==> config.mk <==
export PLATFORM = sky130hd
export DESIGN_NAME = rom_entry_walker
export DESIGN_NICKNAME = d
export VERILOG_FILES = /design/src/rtl/rew_pkg.sv /design/src/rtl/rew_decode.sv /design/src/rtl/rew_seq.sv /design/src/rtl/rom_entry_walker.sv
export SDC_FILE = /design/constraint.sdc
export NUM_CORES = 1
export LEC_CHECK = 0
export ABC_CLOCK_PERIOD_IN_PS = 6500
export BUFFER_PORTS_ARGS = -buffer_cell sky130_fd_sc_hd__buf_2
export CAP_MARGIN = 40
export CELL_PAD_IN_SITES_DETAIL_PLACEMENT = 1
export CELL_PAD_IN_SITES_GLOBAL_PLACEMENT = 1
export CORE_MARGIN = 3
export CORE_UTILIZATION = 41
export DETAILED_ROUTE_END_ITERATION = 7
export PLACE_DENSITY_LB_ADDON = 0.05
export SETUP_SLACK_MARGIN = 0.5
export SYNTH_ARGS = -nofsm -noshare
export SYNTH_HDL_FRONTEND = slang
export SYNTH_SLANG_ARGS = --single-unit
==> constraint.sdc <==
create_clock -name clk -period 6.5 [get_ports clk]
set_input_delay 0.325 -clock clk [delete_from_list [all_inputs] [get_ports clk]]
set_output_delay 0.325 -clock clk [all_outputs]
set_load 0.005 [all_outputs]
==> src/rtl/rew_pkg.sv <==
package rew_pkg;
    localparam int AW           = 16;
    localparam int BYTE_W       = 8;
    localparam int IDX_W        = 6;
    localparam int HDR_LEN      = 22;
    localparam int ENT_HDR_LEN  = 2;
    localparam int PORT_ENT_LEN = 8;

    typedef enum logic {KIND_GENERIC = 1'b0, KIND_PORT = 1'b1} entry_kind_e;

    typedef enum logic [1:0] {
        GCLS_OTHER   = 2'd0,
        GCLS_VENDOR  = 2'd1,
        GCLS_DEVICE  = 2'd2,
        GCLS_PRODUCT = 2'd3
    } gen_class_e;

    typedef enum logic [1:0] {
        WERR_NONE     = 2'd0,
        WERR_OVERRUN  = 2'd1,
        WERR_PORT_LEN = 2'd2
    } walk_err_e;

    typedef enum logic [2:0] {
        VD_OVERRUN, VD_SKIP, VD_BADLEN, VD_EMIT, VD_BODY
    } verdict_e;

    typedef struct packed {
        entry_kind_e       kind;
        logic [IDX_W-1:0]  index;
        logic              disabled;
        logic              link;
        logic              dual_valid;
        logic [IDX_W-1:0]  dual_port;
        gen_class_e        gclass;
        logic [AW-1:0]     pay_start;
        logic [BYTE_W-1:0] pay_len;
    } entry_rec_t;

    function automatic gen_class_e class_of(logic [IDX_W-1:0] idx);
        case (idx)
            6'd1:    return GCLS_VENDOR;
            6'd2:    return GCLS_DEVICE;
            6'd9:    return GCLS_PRODUCT;
            default: return GCLS_OTHER;
        endcase
    endfunction

    function automatic entry_rec_t build_rec(
        logic [BYTE_W-1:0] len, logic [BYTE_W-1:0] hdr, logic [AW-1:0] pos,
        logic link, logic dual_valid, logic [IDX_W-1:0] dual_port);
        entry_rec_t r;
        r.kind       = entry_kind_e'(hdr[7]);
        r.index      = hdr[IDX_W-1:0];
        r.disabled   = hdr[7] & hdr[6];
        r.link       = link;
        r.dual_valid = dual_valid;
        r.dual_port  = dual_port;
        r.gclass     = hdr[7] ? GCLS_OTHER : class_of(hdr[IDX_W-1:0]);
        r.pay_start  = pos + AW'(ENT_HDR_LEN);
        r.pay_len    = len - BYTE_W'(ENT_HDR_LEN);
        return r;
    endfunction
endpackage

==> src/rtl/rew_decode.sv <==
module rew_decode
    import rew_pkg::*;
#(
    parameter int PORT_LEN = PORT_ENT_LEN
) (
    input  logic [AW-1:0]     pos,
    input  logic [AW-1:0]     tot,
    input  logic [BYTE_W-1:0] len,
    input  logic [BYTE_W-1:0] hdr,
    input  logic [IDX_W-1:0]  mport,
    output verdict_e          verdict
);
    logic [AW:0] end_sum;

    always_comb begin
        end_sum = {1'b0, pos} + (AW+1)'(len);
        if (len == '0 || end_sum > {1'b0, tot})
            verdict = VD_OVERRUN;
        else if (!hdr[7])
            verdict = VD_EMIT;
        else if (hdr[IDX_W-1:0] > mport)
            verdict = VD_SKIP;
        else if (hdr[6])
            verdict = VD_EMIT;
        else if (len != BYTE_W'(PORT_LEN))
            verdict = VD_BADLEN;
        else
            verdict = VD_BODY;
    end
endmodule

==> src/rtl/rew_seq.sv <==
module rew_seq
    import rew_pkg::*;
#(
    parameter int START_POS = HDR_LEN,
    parameter int PORT_LEN  = PORT_ENT_LEN
) (
    input  logic              clk,
    input  logic              rst,
    input  logic              start,
    input  logic [AW-1:0]     total_size,
    input  logic [IDX_W-1:0]  max_port,
    output logic              rd_en,
    output logic [AW-1:0]     rd_addr,
    input  logic [BYTE_W-1:0] rd_data,
    input  verdict_e          verdict,
    output logic [AW-1:0]     pos,
    output logic [AW-1:0]     tot,
    output logic [BYTE_W-1:0] len_q,
    output logic [BYTE_W-1:0] hdr_q,
    output logic [IDX_W-1:0]  mport,
    output logic              rec_valid,
    input  logic              rec_ready,
    output entry_rec_t        rec_q,
    output logic              busy,
    output logic              done,
    output walk_err_e         done_err
);
    typedef enum logic [3:0] {
        S_IDLE, S_NEXT, S_H0, S_H1, S_CHK, S_B0, S_B1, S_EMIT, S_FIN
    } walk_state_e;

    walk_state_e st;
    logic [1:0]  b2_q;
    walk_err_e   err_q;
    logic [AW:0] pos_plus1;
    logic [AW-1:0] pos_adv;

    assign pos_plus1 = {1'b0, pos} + (AW+1)'(1);
    assign pos_adv   = pos + AW'(len_q);
    assign rec_valid = (st == S_EMIT);
    assign done      = (st == S_FIN);
    assign busy      = (st != S_IDLE);
    assign done_err  = err_q;

    always_comb begin
        rd_en   = 1'b0;
        rd_addr = pos;
        case (st)
            S_NEXT: begin
                rd_en = (pos < tot) && (pos_plus1 != {1'b0, tot});
            end
            S_H0: begin
                rd_en   = 1'b1;
                rd_addr = pos + AW'(1);
            end
            S_CHK: begin
                rd_en   = (verdict == VD_BODY);
                rd_addr = pos + AW'(2);
            end
            S_B0: begin
                rd_en   = 1'b1;
                rd_addr = pos + AW'(3);
            end
            default: ;
        endcase
    end

    always_ff @(posedge clk) begin
        if (rst) begin
            st    <= S_IDLE;
            pos   <= '0;
            tot   <= '0;
            mport <= '0;
            len_q <= '0;
            hdr_q <= '0;
            b2_q  <= '0;
            rec_q <= '0;
            err_q <= WERR_NONE;
        end else begin
            case (st)
                S_IDLE: if (start) begin
                    pos   <= AW'(START_POS);
                    tot   <= total_size;
                    mport <= max_port;
                    err_q <= WERR_NONE;
                    st    <= S_NEXT;
                end
                S_NEXT: begin
                    if (pos >= tot)
                        st <= S_FIN;
                    else if (pos_plus1 == {1'b0, tot}) begin
                        err_q <= WERR_OVERRUN;
                        st    <= S_FIN;
                    end else
                        st <= S_H0;
                end
                S_H0: begin
                    len_q <= rd_data;
                    st    <= S_H1;
                end
                S_H1: begin
                    hdr_q <= rd_data;
                    st    <= S_CHK;
                end
                S_CHK: begin
                    case (verdict)
                        VD_OVERRUN: begin
                            err_q <= WERR_OVERRUN;
                            st    <= S_FIN;
                        end
                        VD_BADLEN: begin
                            err_q <= WERR_PORT_LEN;
                            st    <= S_FIN;
                        end
                        VD_SKIP: begin
                            pos <= pos_adv;
                            st  <= S_NEXT;
                        end
                        VD_EMIT: begin
                            rec_q <= build_rec(len_q, hdr_q, pos, 1'b0, 1'b0, '0);
                            st    <= S_EMIT;
                        end
                        default: st <= S_B0;
                    endcase
                end
                S_B0: begin
                    b2_q <= {rd_data[7], rd_data[4]};
                    st   <= S_B1;
                end
                S_B1: begin
                    rec_q <= build_rec(len_q, hdr_q, pos, b2_q[0], b2_q[1],
                                       rd_data[IDX_W-1:0]);
                    st    <= S_EMIT;
                end
                S_EMIT: if (rec_ready) begin
                    pos <= pos_adv;
                    st  <= S_NEXT;
                end
                default: st <= S_IDLE;
            endcase
        end
    end

    assert_rec_hold_R11: assert property (@(posedge clk) disable iff (rst)
        (rec_valid && !rec_ready) |=> (rec_valid && $stable(rec_q)));

    assert_rd_bound_R12: assert property (@(posedge clk) disable iff (rst)
        rd_en |-> (rd_addr < tot));

    assert_port_range_R6: assert property (@(posedge clk) disable iff (rst)
        (rec_valid && rec_q.kind == KIND_PORT) |-> (rec_q.index <= mport));

    assert_port_len_R8: assert property (@(posedge clk) disable iff (rst)
        (rec_valid && rec_q.kind == KIND_PORT && !rec_q.disabled)
        |-> (rec_q.pay_len == BYTE_W'(PORT_LEN - ENT_HDR_LEN)));

    assert_overrun_stop_R4: assert property (@(posedge clk) disable iff (rst)
        (done && err_q != WERR_NONE) |=> !busy);
endmodule

==> src/rtl/rom_entry_walker.sv <==
module rom_entry_walker
    import rew_pkg::*;
#(
    parameter int FIRST_ENTRY = HDR_LEN,
    parameter int PORT_LEN    = PORT_ENT_LEN
) (
    input  logic              clk,
    input  logic              rst,
    input  logic              start,
    input  logic [AW-1:0]     total_size,
    input  logic [IDX_W-1:0]  max_port,
    output logic              rd_en,
    output logic [AW-1:0]     rd_addr,
    input  logic [BYTE_W-1:0] rd_data,
    output logic              rec_valid,
    input  logic              rec_ready,
    output logic              rec_is_port,
    output logic [IDX_W-1:0]  rec_index,
    output logic              rec_disabled,
    output logic              rec_link,
    output logic              rec_dual_valid,
    output logic [IDX_W-1:0]  rec_dual_port,
    output logic [1:0]        rec_class,
    output logic [AW-1:0]     rec_pay_start,
    output logic [BYTE_W-1:0] rec_pay_len,
    output logic              busy,
    output logic              done,
    output logic [1:0]        done_err
);
    logic [AW-1:0]     pos, tot;
    logic [BYTE_W-1:0] len_q, hdr_q;
    logic [IDX_W-1:0]  mport;
    verdict_e          verdict;
    entry_rec_t        rec;
    walk_err_e         err;

    rew_decode #(.PORT_LEN(PORT_LEN)) u_dec (
        .pos(pos), .tot(tot), .len(len_q), .hdr(hdr_q), .mport(mport),
        .verdict(verdict)
    );

    rew_seq #(.START_POS(FIRST_ENTRY), .PORT_LEN(PORT_LEN)) u_seq (
        .clk(clk), .rst(rst), .start(start), .total_size(total_size),
        .max_port(max_port), .rd_en(rd_en), .rd_addr(rd_addr),
        .rd_data(rd_data), .verdict(verdict), .pos(pos), .tot(tot),
        .len_q(len_q), .hdr_q(hdr_q), .mport(mport), .rec_valid(rec_valid),
        .rec_ready(rec_ready), .rec_q(rec), .busy(busy), .done(done),
        .done_err(err)
    );

    assign rec_is_port    = rec.kind;
    assign rec_index      = rec.index;
    assign rec_disabled   = rec.disabled;
    assign rec_link       = rec.link;
    assign rec_dual_valid = rec.dual_valid;
    assign rec_dual_port  = rec.dual_port;
    assign rec_class      = rec.gclass;
    assign rec_pay_start  = rec.pay_start;
    assign rec_pay_len    = rec.pay_len;
    assign done_err       = err;
endmodule

# ---- Word-level counts from Yosys, hierarchy flattened
# Index checks and enable logic that the tools add are counted.
dict set report word_totals {
  reg_bits 104
}
dict set report classes {
  addsub 7
  magnitude_cmp 4
  eq_ne 25
  mux 26
  n_bitwise 1
  n_reduce_logical 16
}
# operator n
set op_table {}
lappend op_table {{case mux 16 bit (3 select lines)} 2}
lappend op_table {{case mux 42 bit (2 select lines)} 1}
lappend op_table {{two-way mux 16 bit} 3}
lappend op_table {{two-way mux 42 bit} 1}
lappend op_table {{adder 16 x 2 -> 16 bit (second input constant)} 2}
lappend op_table {{case mux 4 bit (8 select lines)} 1}
lappend op_table {{adder 16 x 1 -> 17 bit (second input constant)} 1}
lappend op_table {{adder 16 x 8 -> 17 bit} 1}
lappend op_table {{equality test 17 x 16 -> 1 bit} 1}
lappend op_table {{> comparator 17 x 16 -> 1 bit} 1}
lappend op_table {{inequality test 17 x 16 -> 1 bit} 1}
lappend op_table {{adder 16 x 1 -> 16 bit (second input constant)} 1}
lappend op_table {{adder 16 x 8 -> 16 bit} 1}
lappend op_table {{equality test 4 x 3 -> 1 bit (second input constant)} 4}
lappend op_table {{greater-or-equal comparator 16 bit} 1}
lappend op_table {{< comparator 16 bit} 1}
lappend op_table {{two-way mux 4 bit} 4}
lappend op_table {{two-way mux 3 bit} 5}
lappend op_table {{case mux 2 bit (3 select lines)} 2}
lappend op_table {{case mux 4 bit (3 select lines)} 1}
lappend op_table {{equality test 4 x 2 -> 1 bit (second input constant)} 2}
lappend op_table {{logical NOT 8 bit} 1}
lappend op_table {{two-way mux 2 bit} 4}
lappend op_table {{inequality test 8 x 4 -> 1 bit (second input constant)} 1}
lappend op_table {{other kinds (27)} 36}

# ---- Longest topological paths before layout
dict set report depth {
  word_depth 10
  depth_mapped 17
  mapped_depth_nobuf 15
}

# ---- Modules after synthesis
# From an unflattened synthesis, not the netlist that was laid out.
dict set report unflattened {
  hier_cells 913
  area_unflattened_um2 7031.7
}
# module instances cells_each area_each_um2 seq_area_each_um2
set modules_own_cells {}
lappend modules_own_cells {rew_seq 1 749 5870.6 2082.0}
lappend modules_own_cells {rew_decode 1 164 1161.1 0.0}

# ---- Least setup slack after synthesis
# OpenSTA, ideal clock, no wires.
dict set report synth_timing {
  kind {flip-flop to flip-flop}
  from {register u_seq.pos[0]}
  to {register u_seq.pos[3]}
  setup_time_ns 0.128
  t_arrival_ns 3.580
  setup_slack_ns 2.792
  stages_incl_launch_ff 18
  path_buffers 2
  synth_period_minus_slack_ns 3.708
  path_cell_list {dfxtp_1 -> ha_1 -> fa_1 -> a211oi_1 -> o21bai_1 -> a21o_1 -> nand3_1 -> xnor2_1 -> ha_1 -> nand4_1 -> nor4_1 -> a41o_1 -> and3_1 -> a32o_1 -> buf_2 -> buf_2 -> mux2i_1 -> nor2_1}
}
dict set report synth_between {
  elab_chain_cells 7
}
# item line
set synth_lines {}
lappend synth_lines {{from (decl)} rew_seq.sv:16} ;# output logic [AW-1:0] pos,
lappend synth_lines {{from (signal assigned)} rew_seq.sv:82} ;# pos <= AW'(START_POS);
lappend synth_lines {{from (signal assigned)} rew_seq.sv:116} ;# pos <= pos_adv;
lappend synth_lines {{from (signal assigned)} rew_seq.sv:136} ;# pos <= pos_adv;
lappend synth_lines {{adder 16 x 8 -> 17 bit} rew_decode.sv:16} ;# end_sum = {1'b0, pos} + (AW+1)'(len);
lappend synth_lines {{> comparator 17 x 16 -> 1 bit} rew_decode.sv:17} ;# if (len == '0 || end_sum > {1'b0, tot})
lappend synth_lines {{logical OR 1 bit} rew_decode.sv:17}
lappend synth_lines {{two-way mux 3 bit} rew_decode.sv:17}
lappend synth_lines {{equality test 3 x 1 -> 1 bit} rew_seq.sv:106} ;# case (verdict)
lappend synth_lines {{inequality test 2 bit (no source line)} --}
lappend synth_lines {{AND reduction 4 bit (no source line)} --}
# Parallel ways exist; a longest one is shown, timed or not. The select of a mux whose other input is x is not followed.
# A chain may end at the register's enable or synchronous reset.

# ---- Worst setup path after layout
dict set report layout_timing {
  from {register u_seq.pos[0]}
  to {output port rd_en}
}
dict set report layout_between {
  elab_chain_cells 6
}
# item line
set layout_lines {}
lappend layout_lines {{adder 16 x 8 -> 17 bit} rew_decode.sv:16}
lappend layout_lines {{> comparator 17 x 16 -> 1 bit} rew_decode.sv:17}
lappend layout_lines {{logical OR 1 bit} rew_decode.sv:17}
lappend layout_lines {{two-way mux 3 bit} rew_decode.sv:17}
lappend layout_lines {{equality test 3 bit} rew_seq.sv:57} ;# rd_en = (verdict == VD_BODY);
lappend layout_lines {{case mux 1 bit (3 select lines) *} rew_seq.sv:48} ;# case (st)
lappend layout_lines {{to (decl)} rom_entry_walker.sv:12} ;# output logic rd_en,
# Every way passes the cells marked *; elsewhere a longest branch is shown, timed or not.

==> flow_summary.ini <==
[run_status]
outcome = finished clean

[clock_network]
cts.repair.resized = 0
cts.reportedPaths.clkPinSlew_ns = 0.08
hold_buffers = 0
root_buffer = sky130_fd_sc_hd__clkbuf_16
post_cts.repair.setup_buffers = 0
clock_tree_from_tritoncts = yes
numCtsBuffers = 9
cts.path.max_buffers = 2
ctsHtreeMaxLevel = 3
insertion_delay_ns = 0.36
clkSinkCount = 104

[critical_path]
critPathMaxFanout = 10
worstPathCellList = ha_1 -> fa_1 -> a211oi_1 -> o21bai_1 -> a21o_1 -> nand4_1 -> xnor2_1 -> ha_1 -> nand4_1 -> nor4_1 -> a41o_1 -> and3_1 -> and2_1 -> nand3_1 -> o211ai_1 -> buf_2
regToRegStartpoint = u_seq.pos[0]
critical_path.reg2reg.endpoint = u_seq.pos[8]
worst_path_dominant_cell_family = simple AND/OR/NAND/NOR gates
arrival_ns = 4.59
worstPathBufferInverterCount = 1
cp-end-kind = output port
critPathMaxStageDelay_ns = 0.58
cp_data_required_time_ns = 6.17
worst-setup-path-type = flip-flop to output port
worst_reg2reg_path_depth = 16
setup.worst_path.start_class = flip-flop
critical_path.slowest_cell = sky130_fd_sc_hd__dfxtp_1
ff2ff_setup_slack_ns = 1.70

[flow_run]
number_of_maximum_capacitance_violations = 0

[final_layout]
final_core_util_pct = 48.05
final_area_um2 = 7661
flow.area_growth_from_synthesis_pct = 13.94
antenna_diode_count = 0
drive_gt1_share_pct = 15.77
layout.nets = 994

[global_routing]
antenna_found_initial = 0
grt_start_max_net_pins = 73
met3_usage_pct = 4.501
use_met1_pct = 34.35
grtUsageTotal_pct = 25.60
grt_busiest_layer = met2
vias_in_the_first_global_route = 6709
global_route.usage.met2_pct = 42.50
grt_overflow = 0
grt_pass1_wl_mm = 36.56

[sta]
rsz_0062_raised_after_global_routing = false
worstMarginPinSlew_ns = 0.7838
fin_max_slew_vios = 0
highest_clock_rate_mhz = 203.6
finalHoldViolCount = 0
fin_crit_sh_pct = 75.58
fin_setup_tns_ns = 0
finClkSkew_ns = 0.007971
slew_headroom_pct = 47.68
fin_crit_ns = 4.913
final-setup-viol-count = 0

[route]
postRouteAntennaNets = 0
initialDrtViolationCount = 335
drt_wl_total_mm = 23.11
routed_via_density = 5.852
routedWlPerCell_um = 20.47
detail_route.first_pass.iterations = 5
drcViolationCount = 0
via_count = 6607

[synthesis]
async_reset_ff_share_pct = 0
yosys.area.top_type = sky130_fd_sc_hd__dfxtp_1
yosysSeqAreaShare_pct = 30.96
syn-mean-instance-area_um2 = 7.986
most_instantiated_flip_flop_cell_in_the_synthesis_netlist = sky130_fd_sc_hd__dfxtp_1
netlist.area_leader.share_pct = 30.96
netlist_top_cells_area = sky130_fd_sc_hd__dfxtp_1 (31%), sky130_fd_sc_hd__ha_1 (9.3%), sky130_fd_sc_hd__nand2_1 (6.2%)
post_synth_num_cell_types = 74
synth_nets = 928
synth-seq-cells = 104
ys_warn_count = 0
synth_edf_count = 0
synthesis.instances = 842
mappedNetlistArea_um2 = 6724

[die]
fp-row-count = 46
floorplan.core_area_um2 = 15940
starting_density_of_the_core_pct = 42.18
io-pin-count = 98
die-width_um = 134.1
die-height_um = 134.1
dieArea_um2 = 17970

[hold_path]
hold_crit_class = input port to flip-flop
min-delay-start = total_size[3]
holdPathStages = 3
hold_end = u_seq.tot[3]

[placement]
gp_congestion = 0.9738
place_area_um2 = 7362
io_buffer_count = 97
hpwl_mm = 17.94

[pwr]
cell_area_power_density_nw_per_um2 = 320.5
vdd_drop_max_mv = 0.1662
power_leakage_nw = 3.157
power.total_mw = 2.456
[synth_stat cells, types with 8 or more instances]
cell type,instances
sky130_fd_sc_hd__nand2_1,111
sky130_fd_sc_hd__dfxtp_1,104
sky130_fd_sc_hd__a21oi_1,72
sky130_fd_sc_hd__nor2_1,57
sky130_fd_sc_hd__ha_1,50
sky130_fd_sc_hd__xnor2_1,40
sky130_fd_sc_hd__o21ai_0,37
sky130_fd_sc_hd__nand3_1,34
sky130_fd_sc_hd__nor3_1,33
sky130_fd_sc_hd__clkbuf_1,30
sky130_fd_sc_hd__inv_1,30
sky130_fd_sc_hd__a211oi_1,29
sky130_fd_sc_hd__xor2_1,22
sky130_fd_sc_hd__buf_2,18
sky130_fd_sc_hd__and3_1,15
sky130_fd_sc_hd__nand4_1,13
sky130_fd_sc_hd__nor2b_1,11
sky130_fd_sc_hd__a31oi_1,10
sky130_fd_sc_hd__a22o_1,9
sky130_fd_sc_hd__mux2i_1,8
[layout make-up]
class                   instances  area (um2)
clock buffers                  10       239.0
clock inverters                 6       60.06
inverters                      31       116.4
fillers                      2021        8282
flip-flops and latches        104        2082
multi-input cells             652        4274
repair buffers                110       619.3
well taps                     216       270.3
[per-layer routing]
metal / vias up / wire, um
met1: 3248 / 10690
met4: 0 / 366
met3: 24 / 1300
li1: 3141 / -
met2: 194 / 10750
met5: - / 0
[worst reg2reg max path, delay by kind of cell (launching register included)]
kind | cells | cell delay (ns)
adder cells (fa/ha/maj) | 3 | 0.89
buffers and inverters | 1 | 0.25
XOR/XNOR | 1 | 0.20
AO/OA/AOI/OAI | 6 | 1.58
flip-flops | 1 | 0.58
AND/OR/NAND/NOR | 5 | 1.25
[registers in the layout, summed over array words and instances, names as in the netlist]
| signal | count |
|---|---|
| u_seq.b2_q | 2 |
| u_seq.done_err | 2 |
| u_seq.hdr_q | 8 |
| u_seq.len_q | 8 |
| u_seq.mport | 6 |
| u_seq.pos | 16 |
| u_seq.rec_q | 42 |
| u_seq.st | 4 |
| u_seq.tot | 16 |
[power by group]
| part | switching [mW] | total [mW] | leakage [nW] | internal (mW) |
|---|---|---|---|---|
| logic | 0.651 | 1.07 | 2.17 | 0.416 |
| clock network | 0.280 | 0.559 | 0.140 | 0.280 |
| registers | 0.120 | 0.830 | 0.843 | 0.709 |
[worst max path at each step]
stage	start	cells after the start	end	slack, ns
2_1_floorplan	u_seq.pos[0]	17	u_seq.pos[3]	2.79
3_3_place_gp	u_seq.pos[0]	15	u_seq.pos[9]	1.76
3_5_place_dp	u_seq.pos[0]	16	u_seq.pos[9]	1.85
4_1_cts	u_seq.pos[0]	16	rd_en	1.67
5_1_grt	u_seq.pos[1]	15	rd_en	1.28
6_report	u_seq.pos[0]	16	rd_en	1.59
[layout by cell type (no fill, tap or decap), types with 11 or more instances in the layout]
master | netlist | layout
sky130_fd_sc_hd__a211oi_1 | 29 | 29
sky130_fd_sc_hd__ha_1 | 50 | 50
sky130_fd_sc_hd__nor2_1 | 57 | 57
sky130_fd_sc_hd__xnor2_1 | 40 | 40
sky130_fd_sc_hd__o21ai_0 | 37 | 37
sky130_fd_sc_hd__buf_2 | 18 | 98
sky130_fd_sc_hd__inv_1 | 30 | 30
sky130_fd_sc_hd__nand3_1 | 34 | 34
sky130_fd_sc_hd__xor2_1 | 22 | 22
sky130_fd_sc_hd__nor3_1 | 33 | 32
sky130_fd_sc_hd__and3_1 | 15 | 15
sky130_fd_sc_hd__dfxtp_1 | 104 | 104
sky130_fd_sc_hd__nand2_1 | 111 | 111
sky130_fd_sc_hd__nand4_1 | 13 | 13
sky130_fd_sc_hd__nor2b_1 | 11 | 11
sky130_fd_sc_hd__a21oi_1 | 72 | 72
[stage by stage]
step	cells	worst slack, ns	hold WS (ns)
2_1_floorplan	842	2.792	0.4363
3_3_place_gp	1107	1.762	0.4440
3_5_place_dp	1113	1.852	0.4525
4_1_cts	1129	1.666	0.1891
5_1_grt	1129	1.275	0.1907
6_report	1129	1.587	0.1969
[cells by family after synthesis]
logic type	after synthesis	synth area share, %
mux	9	1.358
buf+inv	86	5.545
compound gates	209	20.21
simple gates	319	23.61
xor+xnor	63	8.411
flops	104	30.96
fa+ha+maj	52	9.900
No activity file was read; power rests on OpenSTA's default activity.
